===== src/rtl/seq_pkg.sv =====
package seq_pkg;

    localparam int INSN_W = 14;
    localparam int TGT_W  = 11;
    localparam int LIT_W  = 8;

    typedef enum logic [3:0] {
        OP_SEQ,
        OP_GOTO,
        OP_CALL,
        OP_RET,
        OP_RETLW,
        OP_RETFIE,
        OP_SKZ,
        OP_SKBC,
        OP_SKBS
    } op_cls_e;

    typedef enum logic [0:0] {
        ST_EXEC,
        ST_FLUSH
    } seq_state_e;

endpackage


===== src/rtl/seq_decode.sv =====
module seq_decode
    import seq_pkg::*;
(
    input  logic [INSN_W-1:0] insn,
    output op_cls_e           cls,
    output logic [TGT_W-1:0]  target,
    output logic [LIT_W-1:0]  lit
);

    assign target = insn[TGT_W-1:0];
    assign lit    = insn[LIT_W-1:0];

    always_comb begin
        casez (insn)
            14'b10_0???_????_???? : cls = OP_CALL;
            14'b10_1???_????_???? : cls = OP_GOTO;
            14'b11_01??_????_???? : cls = OP_RETLW;
            14'b00_0000_0000_1000 : cls = OP_RET;
            14'b00_0000_0000_1001 : cls = OP_RETFIE;
            14'b00_1011_????_???? : cls = OP_SKZ;
            14'b00_1111_????_???? : cls = OP_SKZ;
            14'b01_10??_????_???? : cls = OP_SKBC;
            14'b01_11??_????_???? : cls = OP_SKBS;
            default               : cls = OP_SEQ;
        endcase
    end

endmodule


===== src/rtl/seq_stack.sv =====
module seq_stack #(
    parameter int DEPTH = 8,
    parameter int W     = 11
) (
    input  logic         clk,
    input  logic         rst_n,
    input  logic         push,
    input  logic         pop,
    input  logic [W-1:0] din,
    output logic [W-1:0] top
);

    localparam int PTR_W = (DEPTH > 2) ? $clog2(DEPTH) : 1;

    logic [PTR_W-1:0] sp;
    logic [W-1:0]     mem [DEPTH];

    function automatic logic [PTR_W-1:0] ptr_inc(input logic [PTR_W-1:0] p);
        return (p == PTR_W'(DEPTH - 1)) ? '0 : p + 1'b1;
    endfunction

    function automatic logic [PTR_W-1:0] ptr_dec(input logic [PTR_W-1:0] p);
        return (p == '0) ? PTR_W'(DEPTH - 1) : p - 1'b1;
    endfunction

    assign top = mem[ptr_dec(sp)];

    always_ff @(posedge clk or negedge rst_n) begin
        if (!rst_n) begin
            sp <= '0;
            for (int i = 0; i < DEPTH; i++) mem[i] <= '0;
        end else if (push) begin
            mem[sp] <= din;
            sp      <= ptr_inc(sp);
        end else if (pop) begin
            sp <= ptr_dec(sp);
        end
    end

    // one stack operation per cycle
    p_push_pop_excl_r12: assert property (@(posedge clk) disable iff (!rst_n)
        !(push && pop));

    // pointer moves one place forward, wrapping at the depth
    p_push_step_r12: assert property (@(posedge clk) disable iff (!rst_n)
        push |=> sp == ptr_inc($past(sp)));

    // pushed value is on top afterwards
    p_push_top_r12: assert property (@(posedge clk) disable iff (!rst_n)
        push |=> top == $past(din));

endmodule


===== src/rtl/seq_ctrl.sv =====
module seq_ctrl
    import seq_pkg::*;
#(
    parameter int ADDR_W     = 11,
    parameter int IRQ_VECTOR = 4
) (
    input  logic              clk,
    input  logic              rst_n,
    input  op_cls_e           cls,
    input  logic [TGT_W-1:0]  target,
    input  logic              cond_zero,
    input  logic              bit_val,
    input  logic              irq,
    input  logic [ADDR_W-1:0] top,
    output logic [ADDR_W-1:0] pc,
    output logic              squash,
    output logic              gie,
    output logic              push,
    output logic              pop,
    output logic [ADDR_W-1:0] push_data,
    output logic              w_load
);

    localparam logic [ADDR_W-1:0] VEC_A = IRQ_VECTOR[ADDR_W-1:0];
    localparam logic [ADDR_W-1:0] ONE_A = ADDR_W'(1);

    seq_state_e        state_q, state_d;
    logic [ADDR_W-1:0] pc_q, pc_d, tgt_a;
    logic              gie_q, gie_d;
    logic              live, skip_true, is_ret, irq_take;

    assign live  = (state_q == ST_EXEC);
    assign tgt_a = ADDR_W'(target);

    always_comb begin
        case (cls)
            OP_SKZ:  skip_true = cond_zero;
            OP_SKBC: skip_true = !bit_val;
            OP_SKBS: skip_true = bit_val;
            default: skip_true = 1'b0;
        endcase
    end

    assign is_ret   = (cls == OP_RET) || (cls == OP_RETLW) || (cls == OP_RETFIE);
    assign irq_take = live && gie_q && irq && (cls == OP_SEQ);

    // state register
    always_ff @(posedge clk or negedge rst_n) begin
        if (!rst_n) begin
            state_q <= ST_EXEC;
            pc_q    <= '0;
            gie_q   <= 1'b0;
        end else begin
            state_q <= state_d;
            pc_q    <= pc_d;
            gie_q   <= gie_d;
        end
    end

    // transitions
    always_comb begin
        state_d = ST_EXEC;
        pc_d    = pc_q + ONE_A;
        gie_d   = gie_q;
        unique case (state_q)
            ST_FLUSH: begin
                state_d = ST_EXEC;
            end
            ST_EXEC: begin
                case (cls)
                    OP_GOTO, OP_CALL: begin
                        pc_d    = tgt_a;
                        state_d = ST_FLUSH;
                    end
                    OP_RET, OP_RETLW: begin
                        pc_d    = top;
                        state_d = ST_FLUSH;
                    end
                    OP_RETFIE: begin
                        pc_d    = top;
                        gie_d   = 1'b1;
                        state_d = ST_FLUSH;
                    end
                    OP_SKZ, OP_SKBC, OP_SKBS: begin
                        if (skip_true) state_d = ST_FLUSH;
                    end
                    default: begin
                        if (irq_take) begin
                            pc_d    = VEC_A;
                            gie_d   = 1'b0;
                            state_d = ST_FLUSH;
                        end
                    end
                endcase
            end
            default: state_d = ST_EXEC;
        endcase
    end

    // outputs
    always_comb begin
        push      = live && ((cls == OP_CALL) || irq_take);
        pop       = live && is_ret;
        w_load    = live && (cls == OP_RETLW);
        push_data = pc_q;
        pc        = pc_q;
        squash    = (state_q == ST_FLUSH);
        gie       = gie_q;
    end

    // a dead slot lasts one cycle
    p_flush_single_r10: assert property (@(posedge clk) disable iff (!rst_n)
        (state_q == ST_FLUSH) |=> (state_q == ST_EXEC));

    // during a dead slot the counter only steps
    p_flush_step_r10: assert property (@(posedge clk) disable iff (!rst_n)
        (state_q == ST_FLUSH) |=> pc_q == $past(pc_q) + ONE_A);

    // plain live instruction without interrupt steps with no dead slot
    p_seq_step_r2: assert property (@(posedge clk) disable iff (!rst_n)
        (live && cls == OP_SEQ && !(gie_q && irq))
        |=> (pc_q == $past(pc_q) + ONE_A) && (state_q == ST_EXEC));

    // call lands on its target
    p_call_target_r4: assert property (@(posedge clk) disable iff (!rst_n)
        (live && cls == OP_CALL) |=> (pc_q == $past(tgt_a)) && (state_q == ST_FLUSH));

    // any pop is followed by a dead slot
    p_ret_flush_r5: assert property (@(posedge clk) disable iff (!rst_n)
        pop |=> (state_q == ST_FLUSH));

    // literal hand-off only with a return
    p_wload_pop_r6: assert property (@(posedge clk) disable iff (!rst_n)
        w_load |-> pop);

    // enable rises only when entering a dead slot
    p_gie_rise_r7: assert property (@(posedge clk) disable iff (!rst_n)
        $rose(gie_q) |-> (state_q == ST_FLUSH));

    // enable falls only on interrupt entry at the vector
    p_irq_vector_r11: assert property (@(posedge clk) disable iff (!rst_n)
        $fell(gie_q) |-> (pc_q == VEC_A) && (state_q == ST_FLUSH));

endmodule


===== src/rtl/prog_sequencer.sv =====
module prog_sequencer
    import seq_pkg::*;
#(
    parameter int ADDR_W      = 11,
    parameter int STACK_DEPTH = 8,
    parameter int IRQ_VECTOR  = 4
) (
    input  logic              clk,
    input  logic              rst_n,
    input  logic [13:0]       insn,
    input  logic              cond_zero,
    input  logic              bit_val,
    input  logic              irq,
    output logic [ADDR_W-1:0] fetch_addr,
    output logic              squash,
    output logic              gie,
    output logic              w_load,
    output logic [7:0]        w_lit
);

    op_cls_e           cls;
    logic [TGT_W-1:0]  target;
    logic [LIT_W-1:0]  lit;
    logic              push, pop;
    logic [ADDR_W-1:0] push_data, top;

    seq_decode u_dec (
        .insn   (insn),
        .cls    (cls),
        .target (target),
        .lit    (lit)
    );

    seq_stack #(
        .DEPTH (STACK_DEPTH),
        .W     (ADDR_W)
    ) u_stk (
        .clk   (clk),
        .rst_n (rst_n),
        .push  (push),
        .pop   (pop),
        .din   (push_data),
        .top   (top)
    );

    seq_ctrl #(
        .ADDR_W     (ADDR_W),
        .IRQ_VECTOR (IRQ_VECTOR)
    ) u_ctl (
        .clk       (clk),
        .rst_n     (rst_n),
        .cls       (cls),
        .target    (target),
        .cond_zero (cond_zero),
        .bit_val   (bit_val),
        .irq       (irq),
        .top       (top),
        .pc        (fetch_addr),
        .squash    (squash),
        .gie       (gie),
        .push      (push),
        .pop       (pop),
        .push_data (push_data),
        .w_load    (w_load)
    );

    assign w_lit = lit;

    // a dead slot never hands a literal to the working register
    p_squash_no_wload_r10: assert property (@(posedge clk) disable iff (!rst_n)
        squash |-> !w_load);

endmodule


===== config.mk =====
export PLATFORM = sky130hd
export DESIGN_NAME = prog_sequencer
export DESIGN_NICKNAME = d
export VERILOG_FILES = /design/src/rtl/seq_pkg.sv /design/src/rtl/seq_decode.sv /design/src/rtl/seq_stack.sv /design/src/rtl/seq_ctrl.sv /design/src/rtl/prog_sequencer.sv
export SDC_FILE = /design/constraint.sdc
export NUM_CORES = 1
export LEC_CHECK = 0
export BUFFER_PORTS_ARGS = -buffer_cell sky130_fd_sc_hd__buf_2
export CAP_MARGIN = 20
export CORE_MARGIN = 5
export CORE_UTILIZATION = 54
export CTS_CLUSTER_DIAMETER = 40
export DETAILED_ROUTE_END_ITERATION = 7
export PLACE_DENSITY_LB_ADDON = 0.12
export SLEW_MARGIN = 20
export SYNTH_ARGS = -nofsm -noshare
export SYNTH_HDL_FRONTEND = slang
export SYNTH_SLANG_ARGS = --single-unit

===== constraint.sdc =====
create_clock -name clk -period 3.17 [get_ports clk]
set_clock_uncertainty 0.2 [all_clocks]
set_input_delay 0.1585 -clock clk [delete_from_list [all_inputs] [get_ports clk]]
set_output_delay 0.1585 -clock clk [all_outputs]
set_load 0.03 [all_outputs]

==> metrics.md, run 1 <==
| Metric | Value |
|---|---|
| Post-Syn Area | 5170 um^2 |
| Via count | slightly below 4000 |
| Post-layout util | a little over three fifths |
| Netlist cell types | 49 |
| Final slew viol count | 0 |
| Area Overhead vs Synth | 12.5% |
| Post-DP HPWL | 9.18 mm |
| Max-cap viol count | 0 |
| Met1 Usage GRT | 39.2% |
| Via/cell ratio | 6.69 |
| First-pass iteration count of the detailed router | 4 |
| Post-Synth XOR/XNOR Area | 1.52% |
| Post-synth net total | 445 |
| Largest net degree at the start of global routing | 63 |
| M2 GR Usage | 41.2% |
| Post-synthesis adder-cell area fraction | 1.21% |
| Die Y | 108 um |
| Data arrival time of the critical path | 2.88 ns |
| CTS Hold Bufs | 13 |
| Clk sink count | 104 |
| Crit path to | u_ctl.squash |
| Critical path class | in2reg |
| Reg-to-reg setup timing slack | 0.61 ns |
| EDFF count, synth | 0 |
| Initial antenna violation count | 0 |
| Seq. cell area | 2600 um^2 |
| Num rows | 35 |
| R2R cell count | 8 |
| Antenna diodes | 0 |
| GPL Wtd Cong | between 0.8 and 0.9 |
| Core Footprint | ~9300 um^2 |
| Avg Inst Size Synth | 12.3 um^2 |
| Commonest non-fill, non-tap cell in the layout | dfrtp_1 |
| Primary FF master, synth | dfrtp_1 |
| H-tree Lvls | 3 |
| Yosys reg bits | 104 |
| Worst VDD drop | 0.000437 V |
| Tmin final | 2.83 ns |
| Leakage | between 2 and 2.5 nW |
| Max incr delay on CP | 0.56 ns |
| Final wirelength | between 10 and 15 mm |
| Post-CTS setup buffer count | 0 |
| Crit path max fanout | 13 |
| GRT Max-Usage Layer | met2 |
| Outcome | finished, final reports clean |
| Complex-gate fraction of the synthesized area | 22.1% |
| Post-synth ARST share | 100% |
| Wire per inst | 24.5 um |
| Pwr Total | 0.00492 W |
| Ratio of total power to cell area | 844 nW/um^2 |
| Maximum clock insertion buffer count | 2 |
| Mux cell area share after synthesis | around an eighth |
| Largest family of logic cells by synthesized area | compound AO/OA/AOI/OAI gates |
| RR Endpoint | u_ctl.pc[2] |
| Crit path launch type | primary input |
| Root Driver | clkbuf_8 |
| Synth Area in Simple Gates | under 10% |
| Routed Antenna Nets | 0 |
| PostCTS Resize Cnt | 0 |
| Synth warn | 0 |
| DRC errors left | 0 |
| CTS tree | done |
| Commonest cells after routing, fill and taps aside | dfrtp_1 (103), o2bb2ai_1 (88), buf_2 (39) |
| Clock transition at path regs | 0.10 ns |
| Final worst-path cycle share | 89.2% |
| Worst path most repeated cell | dlygate4sd3_1 |
| Cells after Synth | about 420 |
| Die X | between 100 and 150 um |
| Rel. slew slack | 57.4% |
| Worst-Skew Late Latency | ~0.37 ns |
| Sequential share of the synthesized area | 50.3% |
| Worst-margin pin slew | 0.639 ns |
| CP required | 3.23 ns |
| Crit-path slowest cell | dlygate4sd3_1 |
| All-Layer GR Usage | a little over a quarter |
| Reg-to-reg startpoint | u_stk.sp[1] |
| Die area | 11600 um^2 |
| Vias in the first global route | slightly above 4000 |
| Peak Freq | about 0.35 GHz |
| # setup viols final | 0 |
| Crit path cell chain | dlygate4sd3_1 > buf_2 > nor3b_1 > nand4_1 > nand2_1 > o21a_1 > a21oi_1 > dlygate4sd3_1 |
| Area of the multi-input gates | 2330 um^2 |
| Detailed router's first-iteration violation count | between 300 and 400 |
| RSZ-0062 raised after global routing | no |
| Fin nets | 484 |
| I/O Buffers | 40 |
| CTS Buf Count | 9 |
| Starting Density | 55.7% |
| Global Route met3 Usage | 4.02% |
| IO Count | between 40 and 50 |
| Fin Setup TNS | 0 ns |
| Crit path from | insn[1] |
| First-pass GRT wire length | approximately 24 mm |
| Grt ovf | 0 |
| Crit. End Element | register |
| Filler cell count | slightly below 800 |
| Hold Path Class | in2reg |
| Layout cells sized above 1 | 23.9% |
| Final hold violations | 0 |
## kinds of logic (layout without fill, tap and decap cells)
group | after synthesis | after routing
buffers and inverters | 50 | 94
adders and majority gates | 5 | 5
AOI/OAI and AO/OA | 139 | 139
muxes | 33 | 33
DFF | 104 | 104
and+or+nand+nor | 81 | 81
xor gates and xnor gates | 9 | 9
## final cells by class
class                   instances  share of cell area [%]
clock buffers                  10                    2.19
clock inverters                 6                    1.33
inverters                       6                   0.387
multi-input cells             267                    40.0
flip-flops and latches        104                    44.7
well taps                     129                    2.77
repair buffers                 72                    8.59
## synthesized netlist by cell type, drive strengths merged (4+ instances only)
library cell / instances / area [um^2]
and3: 5 / 31.3
inv: 6 / 22.5
mux2: 9 / 101
a22oi: 9 / 67.6
xor2: 7 / 61.3
mux4: 22 / 495
o21ai: 6 / 30.0
o2bb2ai: 88 / 771
ha: 5 / 62.6
o22ai: 11 / 75.1
buf: 20 / 130
nand3: 9 / 45.0
nand2: 32 / 120
nor2: 4 / 15.0
a31oi: 4 / 25.0
dfrtp: 104 / 2600
nand4: 10 / 62.6
a21oi: 7 / 35.0
clkbuf: 24 / 90.1
## sequential cells by signal, indices dropped and copies added, names as in the netlist
signal	count
u_stk.mem	88
u_ctl.pc	11
u_stk.sp	3
u_ctl.gie	1
u_ctl.squash	1
## how the worst min path moves through the flow
stage	startpoint	to	slack [ns]	depth (start not counted)
2_1_floorplan	rst_n	u_ctl.gie	-0.34	0
3_3_place_gp	rst_n	u_stk.sp[2]	-0.00009	1
3_5_place_dp	rst_n	u_stk.sp[2]	-0.005	1
4_1_cts	insn[7]	u_ctl.pc[7]	0.003	4
5_1_grt	insn[7]	u_ctl.pc[7]	0.02	4
6_report	insn[7]	u_ctl.pc[7]	0.01	4
## critical path, delay by kind of cell
family,cells,cell delay (ns)
AO/OA/AOI/OAI,2,0.28
buffers and inverters,3,1.26
AND/OR/NAND/NOR,3,1.19
## report_power, final
group	switching, W	internal (W)	total, W
registers	0.000335	0.00177	0.00210
logic	0.000996	0.000953	0.00195
clock network	0.000487	0.000380	0.000867
## metal layers
metal	part of all wire [%]	vias up
li1	-	1716
met1	44	2043
met2	46	195
met3	8.0	20
met4	2.0	0
met5	0	-
## metrics by stage
| stage | cell area [um^2] | cells | hold slack (ns) | worst slack (ns) |
|---|---|---|---|---|
| floorplan | 5170 | 421 | -0.337 | 0.173 |
| global placement | 5490 | 565 | -0.0000897 | 0.610 |
| detailed placement | 5490 | 565 | -0.00476 | 0.574 |
| CTS | 5820 | 594 | 0.00294 | 0.411 |
| global route | 5820 | 594 | 0.0214 | 0.150 |
| finish | 5820 | 594 | 0.0136 | 0.344 |
Power figures use the tool's default switching activity.
==> run 2, diff against run 1 <==
--- a/config.mk
+++ b/config.mk
@@ -7,11 +7,12 @@
 export LEC_CHECK = 0
 export BUFFER_PORTS_ARGS = -buffer_cell sky130_fd_sc_hd__buf_2
 export CAP_MARGIN = 20
+export CORE_ASPECT_RATIO = 0.5
 export CORE_MARGIN = 5
 export CORE_UTILIZATION = 54
 export CTS_CLUSTER_DIAMETER = 40
 export DETAILED_ROUTE_END_ITERATION = 7
-export PLACE_DENSITY_LB_ADDON = 0.12
+export PLACE_DENSITY = 0.83
 export SLEW_MARGIN = 20
 export SYNTH_ARGS = -nofsm -noshare
 export SYNTH_HDL_FRONTEND = slang
==> metrics.md, run 2 (same netlist as run 1, synthesis figures left out) <==
| Metric | Value |
|---|---|
| Outcome | finished, final reports clean |
| Starting Density | a little under three fifths |
| Tmin final | 2.73 ns |
| Clock transition at path regs | roughly 0.070 ns |
| Max incr delay on CP | roughly 0.8 ns |
| Core Footprint | approximately 9400 um^2 |
| Area of the multi-input gates | 2330 um^2 |
| Crit-path slowest cell | or4b_1 |
| Seq. cell area | 2600 um^2 |
| Largest net degree at the start of global routing | between 50 and 60 |
| Filler cell count | between 600 and 700 |
| Fin nets | 480 |
| CTS Buf Count | 9 |
| Commonest cells after routing, fill and taps aside | dfrtp_1 (103), o2bb2ai_1 (88), buf_2 (39) |
| Max reg flops | 88 |
| Crit path max fanout | 11 |
| Final wirelength | between 10 and 15 mm |
| Final hold violations | 0 |
| Data arrival time of the critical path | 2.76 ns |
| Antenna diodes | 0 |
| Initial antenna violation count | 0 |
| Num rows | 25 |
| CTS tree | done |
| Fin Setup TNS | 0 ns |
| Die Y | roughly 79 um |
| CP required | roughly 3.2 ns |
| Peak Freq | 0.366 GHz |
| Grt ovf | 0 |
| Worst-margin pin slew | 0.665 ns |
| Crit path cell chain | dlygate4sd3_1 > buf_2 > nor3b_1 > and4_1 > o41ai_4 > or4b_1 > o2bb2ai_1 |
| Cell Count, Final, Fillers Out | between 500 and 600 |
| Detailed router's first-iteration violation count | 499 |
| GPL Wtd Cong | 0.892 |
| Hold Path Class | in2reg |
| All-Layer GR Usage | about a quarter |
| Clk sink count | 104 |
| Die X | 148 um |
| DRC errors left | 0 |
| Worst-Skew Late Latency | roughly 0.36 ns |
| Commonest non-fill, non-tap cell in the layout | dfrtp_1 |
| RSZ-0062 raised after global routing | no |
| Wire per inst | 25.1 um |
| Leakage | about 2.5 nW |
| Worst VDD drop | 0.000376 V |
| Crit path launch type | primary input |
| Die area | 11800 um^2 |
| Ratio of total power to cell area | 891 nW/um^2 |
| Root Driver | clkbuf_16 |
| Post-Place Cells | 558 |
| Post-DP HPWL | a little over 9 mm |
| Routed Antenna Nets | 0 |
| # setup viols final | 0 |
| Crit. End Element | register |
| Layout cells sized above 1 | between 20% and 30% |
| Area Overhead vs Synth | 12.9% |
| Via/cell ratio | 7.15 |
| Final worst-path cycle share | between 80 and 90% |
| H-tree Lvls | 3 |
| IO Count | a little over 40 |
| Critical path class | in2reg |
| I/O Buffers | 40 |
| Vias in the first global route | 4220 |
| First-pass GRT wire length | 23.4 mm |
| Max-cap viol count | 0 |
| First-pass iteration count of the detailed router | 5 |
| Via count | 4163 |
| Final slew viol count | 0 |
| Top reg by flops | u_stk.mem |
| Rel. slew slack | 55.7% |
| Maximum clock insertion buffer count | 2 |
[run 2: critical path, delay by kind of cell]
| kind | cells | cell delay [ns] |
|---|---|---|
| AO/OA/AOI/OAI | 2 | 0.67 |
| AND/OR/NAND/NOR | 3 | 1.26 |
| buffers and inverters | 2 | 0.66 |
[run 2: layout make-up]
| class | count | area share (%) |
|---|---|---|
| Sequential cell | 104 | 44.6 |
| Inverter | 6 | 0.386 |
| Tap cell | 121 | 2.59 |
| Clock buffer | 9 | 3.86 |
| Multi-Input combinational cell | 267 | 39.9 |
| Clock inverter | 7 | 1.09 |
| Timing Repair Buffer | 68 | 7.62 |
[run 2: layer usage]
metal / vias to the layer above / part of all wire (%) / GRT usage (%)
li1: 1722 / - / -
met4: 0 / 3.1 / 9.68
met1: 2086 / 40 / 33.7
met5: - / 0 / 0
met2: 296 / 45 / 40.2
met3: 59 / 12 / 10.2
[run 2: what timing repair did]
item,CTS,global route
setup endpoints to repair,0,0
hold buffers,8,0
hold endpoints to repair,55,0
gates resized for setup,0,0
buffers inserted,0,0
[run 2: worst paths after layout]
check	startpoint	end	slack, ns	cells past startpoint
worst max-delay path	insn[3]	u_stk.mem[48]	0.44	7
worst min register to register	u_stk.mem[31]	u_stk.mem[31]	0.29	1
worst min-delay path	insn[4]	u_ctl.pc[4]	0.02	3
worst max register to register	u_stk.sp[0]	u_ctl.pc[0]	0.54	6
max in group asynchronous	rst_n	u_ctl.squash	1.86	3
min in group asynchronous	rst_n	u_stk.mem[64]	0.17	2
[run 2: stage by stage]
| step | hold WS, ns | utilization, % | power (W) | area, um^2 | worst slack (ns) |
|---|---|---|---|---|---|
| final | 0.0187 | 62.3 | 0.00520 | 5840 | 0.436 |
| after global routing | 0.00210 | 62.3 | 0.00543 | 5840 | 0.397 |
| after CTS | 0.00280 | 62.3 | 0.00516 | 5840 | 0.469 |
| after detailed placement | 0.0280 | 58.3 | 0.00404 | 5470 | 0.597 |
| after global placement | 0.0286 | 58.3 | 0.00397 | 5470 | 0.632 |
| after floorplan | -0.337 | - | 0.00341 | 5170 | 0.173 |
[run 2: power by group]
part | leakage, nW | switching, W | internal, W | total [W]
clock network | 0.140 | 0.000537 | 0.000550 | 0.00109
logic | 0.937 | 0.00105 | 0.000950 | 0.00200
registers | 1.39 | 0.000351 | 0.00177 | 0.00212
